$ cat src/rtl/vga_tpg_pkg.sv
package vga_tpg_pkg;

  typedef enum logic [1:0] {
    PAT_PASS = 2'd0,
    PAT_RAMP = 2'd1,
    PAT_XOR  = 2'd2
  } pat_e;

  localparam logic [7:0] SEL_PASS = 8'h00;
  localparam logic [7:0] SEL_RAMP = 8'h10;
  localparam logic [7:0] SEL_XOR  = 8'h30;

  localparam int NUM_CH = 3;

endpackage

$ cat src/rtl/vga_tpg_mode.sv
module vga_tpg_mode
  import vga_tpg_pkg::*;
#(
  parameter int SEL_W = 8
) (
  input  logic             clk,
  input  logic             rst,
  input  logic [SEL_W-1:0] sel_in,
  output pat_e             mode
);

  localparam logic [SEL_W-1:0] K_PASS = SEL_W'(SEL_PASS);
  localparam logic [SEL_W-1:0] K_XOR  = SEL_W'(SEL_XOR);

  pat_e decoded;

  always_comb begin
    if (sel_in == K_PASS)     decoded = PAT_PASS;
    else if (sel_in == K_XOR) decoded = PAT_XOR;
    else                      decoded = PAT_RAMP;
  end

  // keep sampling while reset is held; freeze afterwards
  always_ff @(posedge clk) begin
    if (rst) mode <= decoded;
  end

endmodule

$ cat src/rtl/vga_tpg_timing.sv
module vga_tpg_timing #(
  parameter int H_VIS  = 640,
  parameter int H_FP   = 16,
  parameter int H_SYNC = 96,
  parameter int H_BP   = 48,
  parameter int V_VIS  = 480,
  parameter int V_FP   = 10,
  parameter int V_SYNC = 2,
  parameter int V_BP   = 33,
  parameter int CW     = 10,
  parameter int FW     = 8
) (
  input  logic          clk,
  input  logic          rst,
  output logic [CW-1:0] hcnt,
  output logic [CW-1:0] vcnt,
  output logic [FW-1:0] frame,
  output logic          h_vis,
  output logic          v_vis,
  output logic          h_sync,
  output logic          v_sync
);

  localparam int H_TOT = H_VIS + H_FP + H_SYNC + H_BP;
  localparam int V_TOT = V_VIS + V_FP + V_SYNC + V_BP;
  localparam int H_SS  = H_VIS + H_FP;
  localparam int H_SE  = H_SS + H_SYNC;
  localparam int V_SS  = V_VIS + V_FP;
  localparam int V_SE  = V_SS + V_SYNC;

  logic h_last, v_last;

  assign h_last = (hcnt == CW'(H_TOT - 1));
  assign v_last = (vcnt == CW'(V_TOT - 1));

  always_ff @(posedge clk) begin
    if (rst) begin
      hcnt  <= '0;
      vcnt  <= '0;
      frame <= '0;
    end else if (h_last) begin
      hcnt <= '0;
      if (v_last) begin
        vcnt  <= '0;
        frame <= frame + 1'b1;
      end else begin
        vcnt <= vcnt + 1'b1;
      end
    end else begin
      hcnt <= hcnt + 1'b1;
    end
  end

  assign h_vis  = (hcnt < CW'(H_VIS));
  assign v_vis  = (vcnt < CW'(V_VIS));
  assign h_sync = (hcnt >= CW'(H_SS)) && (hcnt < CW'(H_SE));
  assign v_sync = (vcnt >= CW'(V_SS)) && (vcnt < CW'(V_SE));

endmodule

$ cat src/rtl/vga_tpg_pattern.sv
module vga_tpg_pattern
  import vga_tpg_pkg::*;
#(
  parameter int CW    = 10,
  parameter int COL_W = 8
) (
  input  logic                           clk,
  input  logic                           rst,
  input  pat_e                           mode,
  input  logic [COL_W-1:0]               din,
  input  logic [CW-1:0]                  hcnt,
  input  logic [CW-1:0]                  vcnt,
  input  logic [COL_W-1:0]               frame,
  input  logic                           h_vis,
  input  logic                           v_vis,
  input  logic                           h_sync,
  input  logic                           v_sync,
  output logic                           hsync_n,
  output logic                           vsync_n,
  output logic                           hblank,
  output logic                           vblank,
  output logic [NUM_CH-1:0][COL_W-1:0]   col
);

  logic visible;
  assign visible = h_vis && v_vis;

  for (genvar ch = 0; ch < NUM_CH; ch++) begin : g_ch
    logic [COL_W-1:0] xr;
    logic [COL_W-1:0] rp;
    logic [COL_W-1:0] nx;

    // each channel takes a slice shifted by its index
    assign xr = hcnt[ch +: COL_W] ^ vcnt[ch +: COL_W];

    if (ch == 0) begin : g_rp_x
      assign rp = hcnt[COL_W-1:0];
    end else if (ch == 1) begin : g_rp_y
      assign rp = vcnt[COL_W-1:0];
    end else begin : g_rp_f
      assign rp = frame;
    end

    always_comb begin
      unique case (mode)
        PAT_PASS: nx = din;
        PAT_XOR:  nx = visible ? xr : '0;
        default:  nx = visible ? rp : '0;
      endcase
    end

    always_ff @(posedge clk) begin
      if (rst) col[ch] <= '0;
      else     col[ch] <= nx;
    end
  end

  always_ff @(posedge clk) begin
    if (rst) begin
      hsync_n <= 1'b1;
      vsync_n <= 1'b1;
      hblank  <= 1'b1;
      vblank  <= 1'b1;
    end else begin
      hsync_n <= ~h_sync;
      vsync_n <= ~v_sync;
      hblank  <= ~h_vis;
      vblank  <= ~v_vis;
    end
  end

endmodule

$ cat src/rtl/vga_tpg_top.sv
module vga_tpg_top
  import vga_tpg_pkg::*;
#(
  parameter int H_VIS  = 640,
  parameter int H_FP   = 16,
  parameter int H_SYNC = 96,
  parameter int H_BP   = 48,
  parameter int V_VIS  = 480,
  parameter int V_FP   = 10,
  parameter int V_SYNC = 2,
  parameter int V_BP   = 33,
  parameter int COL_W  = 8
) (
  input  logic             clk,
  input  logic             rst,
  input  logic [COL_W-1:0] din,
  output logic             hsync_n,
  output logic             vsync_n,
  output logic             hblank,
  output logic             vblank,
  output logic [COL_W-1:0] red,
  output logic [COL_W-1:0] green,
  output logic [COL_W-1:0] blue,
  output logic [7:0]       pins
);

  localparam int H_TOT = H_VIS + H_FP + H_SYNC + H_BP;
  localparam int V_TOT = V_VIS + V_FP + V_SYNC + V_BP;
  localparam int T_MAX = (H_TOT > V_TOT) ? H_TOT : V_TOT;
  localparam int CW0   = $clog2(T_MAX);
  // XOR slices reach NUM_CH-1 bits above the colour width
  localparam int CW    = (CW0 > COL_W + NUM_CH - 1) ? CW0 : COL_W + NUM_CH - 1;

  pat_e                         mode_q;
  logic [CW-1:0]                hcnt, vcnt;
  logic [COL_W-1:0]             frame;
  logic                         h_vis, v_vis, h_sync, v_sync;
  logic [NUM_CH-1:0][COL_W-1:0] col;

  vga_tpg_mode #(.SEL_W(COL_W)) u_mode (
    .clk    (clk),
    .rst    (rst),
    .sel_in (din),
    .mode   (mode_q)
  );

  vga_tpg_timing #(
    .H_VIS(H_VIS), .H_FP(H_FP), .H_SYNC(H_SYNC), .H_BP(H_BP),
    .V_VIS(V_VIS), .V_FP(V_FP), .V_SYNC(V_SYNC), .V_BP(V_BP),
    .CW(CW), .FW(COL_W)
  ) u_timing (
    .clk    (clk),
    .rst    (rst),
    .hcnt   (hcnt),
    .vcnt   (vcnt),
    .frame  (frame),
    .h_vis  (h_vis),
    .v_vis  (v_vis),
    .h_sync (h_sync),
    .v_sync (v_sync)
  );

  vga_tpg_pattern #(.CW(CW), .COL_W(COL_W)) u_pattern (
    .clk     (clk),
    .rst     (rst),
    .mode    (mode_q),
    .din     (din),
    .hcnt    (hcnt),
    .vcnt    (vcnt),
    .frame   (frame),
    .h_vis   (h_vis),
    .v_vis   (v_vis),
    .h_sync  (h_sync),
    .v_sync  (v_sync),
    .hsync_n (hsync_n),
    .vsync_n (vsync_n),
    .hblank  (hblank),
    .vblank  (vblank),
    .col     (col)
  );

  assign red   = col[0];
  assign green = col[1];
  assign blue  = col[2];

  assign pins = {hsync_n, blue[COL_W-2], green[COL_W-2], red[COL_W-2],
                 vsync_n, blue[COL_W-1], green[COL_W-1], red[COL_W-1]};

endmodule

$ cat config.mk
export PLATFORM = sky130hd
export DESIGN_NAME = vga_tpg_top
export DESIGN_NICKNAME = d
export VERILOG_FILES = /design/src/rtl/vga_tpg_pkg.sv /design/src/rtl/vga_tpg_mode.sv /design/src/rtl/vga_tpg_timing.sv /design/src/rtl/vga_tpg_pattern.sv /design/src/rtl/vga_tpg_top.sv
export SDC_FILE = /design/constraint.sdc
export NUM_CORES = 1
export LEC_CHECK = 0
export BUFFER_PORTS_ARGS = -buffer_cell sky130_fd_sc_hd__buf_2
export CAP_MARGIN = 20
export CORE_UTILIZATION = 35
export DETAILED_ROUTE_END_ITERATION = 7
export SETUP_SLACK_MARGIN = 0.5
export SYNTH_ARGS = -nofsm -noshare
export SYNTH_HDL_FRONTEND = slang
export SYNTH_HIERARCHICAL = 1
export SYNTH_SLANG_ARGS = --single-unit
$ cat constraint.sdc
create_clock -name clk -period 6 [get_ports clk]
set_clock_uncertainty 0.05 [all_clocks]
set_input_delay 1.2 -clock clk [delete_from_list [all_inputs] [get_ports clk]]
set_output_delay 1.2 -clock clk [all_outputs]
set_load 0.01 [all_outputs]
==> metrics.cfg, run 1 <==
[outcome]
status = finished clean

[route]
first_pass_iters = 4
vias_per_cell = 5.117
ant_nets = 0
vias = 2282
drc = 0
wl_per_cell_um = 13.51
initialDrtViolationCount = 134
wirelength_um = 6027

[timing]
hold_violations = 0
rsz0062_at_grt = false
maxSlewViolCount = 0
finalSetupViolCount = 0
slew_headroom_pct = 49.53
tns_ns = 0
period_share_pct = 41.25
fmax_ghz = 0.4040
min_period_ns = 2.475
timing_worst_slew_pin_value_ns = 0.7570
fin_ws_ns = 3.525

[worst_hold_path]
min_from = u_timing/hcnt[0]
hold_class = flop to flop
hold_depth = 1
hold_end = u_timing/hcnt[0]

[yosys]
syn-instance-count = 305
synth_nets = 320
ys_ff_latch = 58
yosys_warnings = 6
seq_area_frac_synth_pct = 44.34
syn_area_mm2 = 0.002664
synth_edf_count = 2
async_reset_ff_share_pct = 0
yosysUniqueCellTypes = 41
avgSynthCellArea_um2 = 8.734
synthFlopType = dfxtp_1

[cells_and_area]
multi_input_area_mm2 = 0.001338
layout.nets = 357
drive_gt1_share_pct = 21.04
stdcell_count = 446
final_common_cell = dfxtp_1
syn_to_final_growth_pct = 17.14
ff_latch_area_mm2 = 0.001181
nFillCells = 766
final_cell_mix = dfxtp_1, buf_2, nand2_1
antenna_cells = 0

[clocking]
clock_latency_ns = 0.34
tritoncts = yes
cts_resized = 0
cts_max_path_buffers = 2
postCtsHoldBufs = 0
htreeDepth = 3
cts_setup_buffers = 0
cts_made_buffers = 9
numClockSinks = 58
clk_transition_reported_paths_ns = 0.07
cts_root_buf = clkbuf_8

[die]
chipHeight_um = 89.24
start_util_pct = 36.53
dieArea_mm2 = 0.007964
rows = 31
io_pins = 46
die_x_um = 89.24
core-area_mm2 = 0.007292

[placed_design]
placed_cells = 430
port_buffers = 45
hpwlAfterDp_um = 4359
gp_congestion = 0.7766
dpl_worst_slack_ns = 3.358

[worst_setup_path]
crit_path_start_kind = flop
ff2ff_path_depth = 5
crit_required_ns = 6.17
cp_max_fo = 14
r2r-start = u_timing/hcnt[0]
endpoint_kind = flop
arrival_ns = 2.64
worst-setup-path-type = flop to flop
rrSetupSlack_ns = 3.52
timing.rr.end = u_timing/frame[7]
critPathLaunch = u_timing/hcnt[0]

[power]
clkPwrFrac_pct = 46.9
combPwrFrac_pct = 5.3
power_frac_seq_pct = 47.9
totalPowerFinal_mw = 0.8391
p_leak_nw = 1.263
power_switching_mw = 0.1828
irDropWorstVdd_v = 0.0001190
p_per_area_mw_per_mm2 = 268.9
p_sw_share_pct = 21.78
internal_power_mw = 0.6563

[run]
drv_cap = 0

[grt]
grt_pass1_wl_um = 9977
grt_pass1_vias = 2098
antenna_found_initial = 0
grt_use_total_pct = 16.89
grt_max_degree = 52
grt_overflow_total = 0

## synth_stat cells, types with 2 or more instances
library cell  number  area, um^2
a21oi_1           10       50.05
a222oi_1           2       20.02
a31oi_1           19       118.9
and3_1             3       18.77
and4b_1            3       30.03
buf_2              5       25.02
buf_4              8       60.06
clkbuf_1           6       22.52
dfxtp_1           56        1121
edfxtp_1           2       60.06
ha_1               5       62.56
inv_1              7       26.28
mux2_2             6       67.56
nand2_1           45       168.9
nand2b_1           5       31.28
nand3_1           10       50.05
nand3b_1           3       22.52
nand4_1            4       25.02
nand4b_1           2       17.52
nor2_1            29       108.9
nor2b_1            9       56.30
nor3_1             9       45.04
nor4_1             5       31.28
o21ai_0            9       45.04
or3_1              4       25.02
or4_1              2       15.01
or4_4              2       22.52
xnor2_1            7       61.31
xor2_1            16       140.1
## critical path: stages (launching register included)
cell and delay (ns):
dfxtp_1 0.45, ha_1 0.29, and4_2 0.30, nand3_1 0.41, nor4_1 0.49, mux2_2 0.37
## through the flow
step	cell area, um^2	util [%]	hold slack [ns]
after global placement	2902	39.79	0.4408
after floorplan	2664	-	0.4226
after global routing	3120	42.79	0.5191
after detailed placement	2902	39.79	0.4551
final	3120	42.79	0.4724
after CTS	3120	42.79	0.4695
## layer usage
layer | wire length, um | GRT usage, %
met1 | 2820 | 21.25
met2 | 2731 | 25.82
met3 | 340 | 4.340
met4 | 136 | 10.53
met5 | 0 | 0
## how the worst max path moves through the flow
stage                        end  cells after the start
2_1_floorplan     u_mode/mode[0]                      2
3_3_place_gp      u_mode/mode[0]                      3
3_5_place_dp      u_mode/mode[0]                      3
4_1_cts        u_timing/frame[7]                      5
5_1_grt        u_timing/frame[7]                      5
6_report       u_timing/frame[7]                      5
## state kept, by name, summed over array words and instances, names as in the netlist
register           flops
u_pattern/col         24
u_pattern/vsync_n      1
u_timing/frame         8
u_timing/hcnt         10
u_mode/mode            2
u_pattern/hblank       1
u_pattern/hsync_n      1
u_timing/vcnt         10
u_pattern/vblank       1
## power by group through the flow
stage	registers, mW	logic (mW)	clock network, mW
finish	0.402	0.0442	0.393
global route	0.403	0.0496	0.425
CTS	0.402	0.0443	0.404
detailed placement	0.410	0.0441	0
global placement	0.410	0.0442	0
floorplan	0.413	0.0264	0
## area by class of cell
type                       instances  share of cell area, %
timing repair buffer              46                  7.458
inverter                           7                 0.8420
multi-input combinational        220                  42.86
tap                               99                  3.970
clock inverter                     5                  2.486
sequential                        58                  37.85
clock buffer                      11                  4.531
## cell families after synthesis
family	synth area share, %
adder cells (fa/ha/maj)	2.349
AND/OR/NAND/NOR	26.91
AO/OA/AOI/OAI	10.47
buffers and inverters	5.449
multiplexers	2.912
flip-flops	44.34
XOR/XNOR	7.562
Power figures use the tool's default switching activity.
==> run 2: changes to the inputs <==
Clock period 6 ns to 2.05 ns, I/O delays scaled along.
==> run 2 against run 1 <==
Compared with the run above:
- critical path type unchanged
- final cell count up 11%
- sequential cell count unchanged
- critical endpoint is now u_timing/frame[3]
- register-to-register slack worse by 3.3 ns
- clock-buffer cell count unchanged
==> metrics.cfg, run 2 (synthesized netlist as in run 1, its figures left out) <==
[die]
die_x_um = 89.24  ; unchanged
core-area_mm2 = 0.007292  ; unchanged
rows = 31  ; unchanged
chipHeight_um = 89.24  ; unchanged
start_util_pct = 36.53  ; unchanged
io_pins = 46  ; unchanged
dieArea_mm2 = 0.007964  ; unchanged

[clocking]
numClockSinks = 58  ; unchanged
cts_made_buffers = 9  ; unchanged
cts_root_buf = clkbuf_8
htreeDepth = 3  ; unchanged
tritoncts = yes
clock_latency_ns = 0.35  ; about the same
cts_max_path_buffers = 2  ; unchanged
clk_transition_reported_paths_ns = 0.07  ; about the same
postCtsHoldBufs = 0  ; unchanged

[placed_design]
placed_cells = 445  ; +3.5%
gp_congestion = 0.7908  ; +1.8%
port_buffers = 45  ; unchanged
dpl_worst_slack_ns = 0.1829  ; -3.175 ns
hpwlAfterDp_um = 4680  ; +7.4%

[worst_hold_path]
hold_class = input pin to flop

[cells_and_area]
nFillCells = 692  ; -9.7%
stdcell_count = 496  ; +11%
largestRegisters = u_pattern/col: 24 flops, u_timing/hcnt: 10 flops, u_timing/vcnt: 10 flops
largest_reg_flops = 24  ; unchanged
syn_to_final_growth_pct = 41.71
drive_gt1_share_pct = 42.07  ; +21 points
layout.nets = 407  ; +14%
largest_register = u_pattern/col
final_cell_mix = buf_2, nand2_1, buf_4
antenna_cells = 0  ; unchanged

[power]
clkPwrFrac_pct = 41.3  ; -5.6 points
p_per_area_mw_per_mm2 = 599.8  ; +120%
p_sw_share_pct = 25.50  ; +3.7 points
internal_power_mw = 1.687  ; +160%
power_frac_seq_pct = 51.4  ; +3.5 points
p_leak_nw = 1.590  ; +26%
combPwrFrac_pct = 7.3  ; +2.0 points
power_switching_mw = 0.5774  ; +220%
irDropWorstVdd_v = 0.0002904  ; +140%
totalPowerFinal_mw = 2.264  ; +170%

[worst_setup_path]
crit_path_start_kind = flop
crit_slowest_cell = dfxtp_4
cp_max_fo = 5  ; -9
crit_required_ns = 2.24  ; -3.93 ns
arrival_ns = 1.97  ; -0.67 ns
critical_path.cell_chain = inv_2, ha_4, and4b_1, buf_4, nand3_4, buf_4, nor3_4, mux2_4
slowest_delay_ns = 0.35  ; -0.14 ns
cpMostUsedCell = buf_4
worst-setup-path-type = flop to flop
endpoint_kind = flop

[route]
vias_per_cell = 5.244  ; +2.5%
drc = 0  ; unchanged
vias = 2601  ; +14%
initialDrtViolationCount = 203  ; +51%
first_pass_iters = 6  ; +2
wirelength_um = 7599  ; +26%
ant_nets = 0  ; unchanged
wl_per_cell_um = 15.32  ; +13%

[timing]
min_period_ns = 1.781  ; -0.6942 ns
holdWs_ns = 0.3322  ; -0.1402 ns
finalSetupViolCount = 0  ; unchanged
timing_worst_slew_pin_value_ns = 0.5518  ; -0.2052 ns
maxSlewViolCount = 0  ; unchanged
period_share_pct = 86.87  ; +46 points
fmax_ghz = 0.5615  ; +39%
slew_headroom_pct = 63.21  ; +14 points
rsz0062_at_grt = true
fin_ws_ns = 0.2692  ; -3.256 ns
hold_violations = 0  ; unchanged
tns_ns = 0  ; unchanged

[outcome]
status = finished clean

[grt]
grt_pass1_wl_um = 11580  ; +16%
grt_use_total_pct = 19.91  ; +3.0 points
grt_pass1_vias = 2298  ; +9.5%
met2_usage_pct = 31.85  ; +6.0 points
grt_overflow_total = 0  ; unchanged
busiest_layer = met2
antenna_found_initial = 0  ; unchanged
grtUsageMet3_pct = 5.817  ; +1.5 points
grt_max_degree = 28  ; -46%
gr-usage-met1_pct = 24.63  ; +3.4 points

[run]
drv_cap = 0  ; unchanged

-- run 2: cell count changes in the layout (fill, tap and decap cells not counted), sizes merged --
| cell | change |
|---|---|
| buf | +48 |
| bufinv | -2 |
| inv | +2 |
| and4b | +1 |
| clkinv | +1 |
| clkinvlp | -1 |
| o21bai | +1 |
-- run 2: path summary, 6_finish.rpt --
kind	from	endpoint	slack (ns)	cells past startpoint
hold / removal	din[2]	u_mode/mode[0]	0.33	2
setup / recovery	u_timing/vcnt[1]	u_timing/frame[3]	0.27	8
hold reg to reg	u_timing/frame[5]	u_pattern/col[21]	0.50	2
setup reg to reg	u_timing/vcnt[1]	u_timing/frame[3]	0.27	8
-- run 2: through the flow --
stage          instance area (um^2)  utilization, %
6_report                       3775           51.77
3_3_place_gp                   3105           42.59
4_1_cts                        3600           49.37
2_1_floorplan                  2765               -
3_5_place_dp                   3105           42.59
5_1_grt                        3775           51.77
-- run 2: cell type report --
cell class | count | area (um^2) | area share [%]
clock inverter | 5 | 27.53 | 0.7292
timing repair buffer | 94 | 636.9 | 16.87
multi-input combinational | 222 | 1592 | 42.16
inverter | 7 | 28.78 | 0.7623
sequential | 58 | 1225 | 32.45
tap | 99 | 123.9 | 3.281
clock buffer | 11 | 141.4 | 3.745
-- run 2: worst max-delay path: cells and delay by family (launching register included) --
family | cells | cell delay [ns]
adders and majority gates | 1 | 0.12
buffers and inverters | 3 | 0.38
DFF | 1 | 0.35
muxes | 1 | 0.31
and+or+nand+nor | 3 | 0.46
-- run 2: metal layers --
layer | wire length (um) | part of all wire [%] | vias up
li1 | - | - | 1236
met1 | 3286 | 43 | 1208
met2 | 3579 | 47 | 136
met3 | 550 | 7.2 | 21
met4 | 182 | 2.4 | 0
met5 | 0 | 0 | -
-- run 2: power by group through the flow --
stage	sequential, mW	clock [mW]	combinational (mW)
finish	1.16	0.934	0.166
global route	1.17	1.01	0.186
CTS	1.17	0.947	0.162
detailed placement	1.20	0	0.143
global placement	1.20	0	0.142
floorplan	1.21	0	0.0793
-- run 2: what timing repair did --
item                                   4_1_cts  5_1_grt
endpoints found under the hold margin        0        0
setup endpoints to repair                   49       48
cloned                                       2        0
resized for setup                           48       14
buffers inserted                            18       15
pin swaps                                   12       19
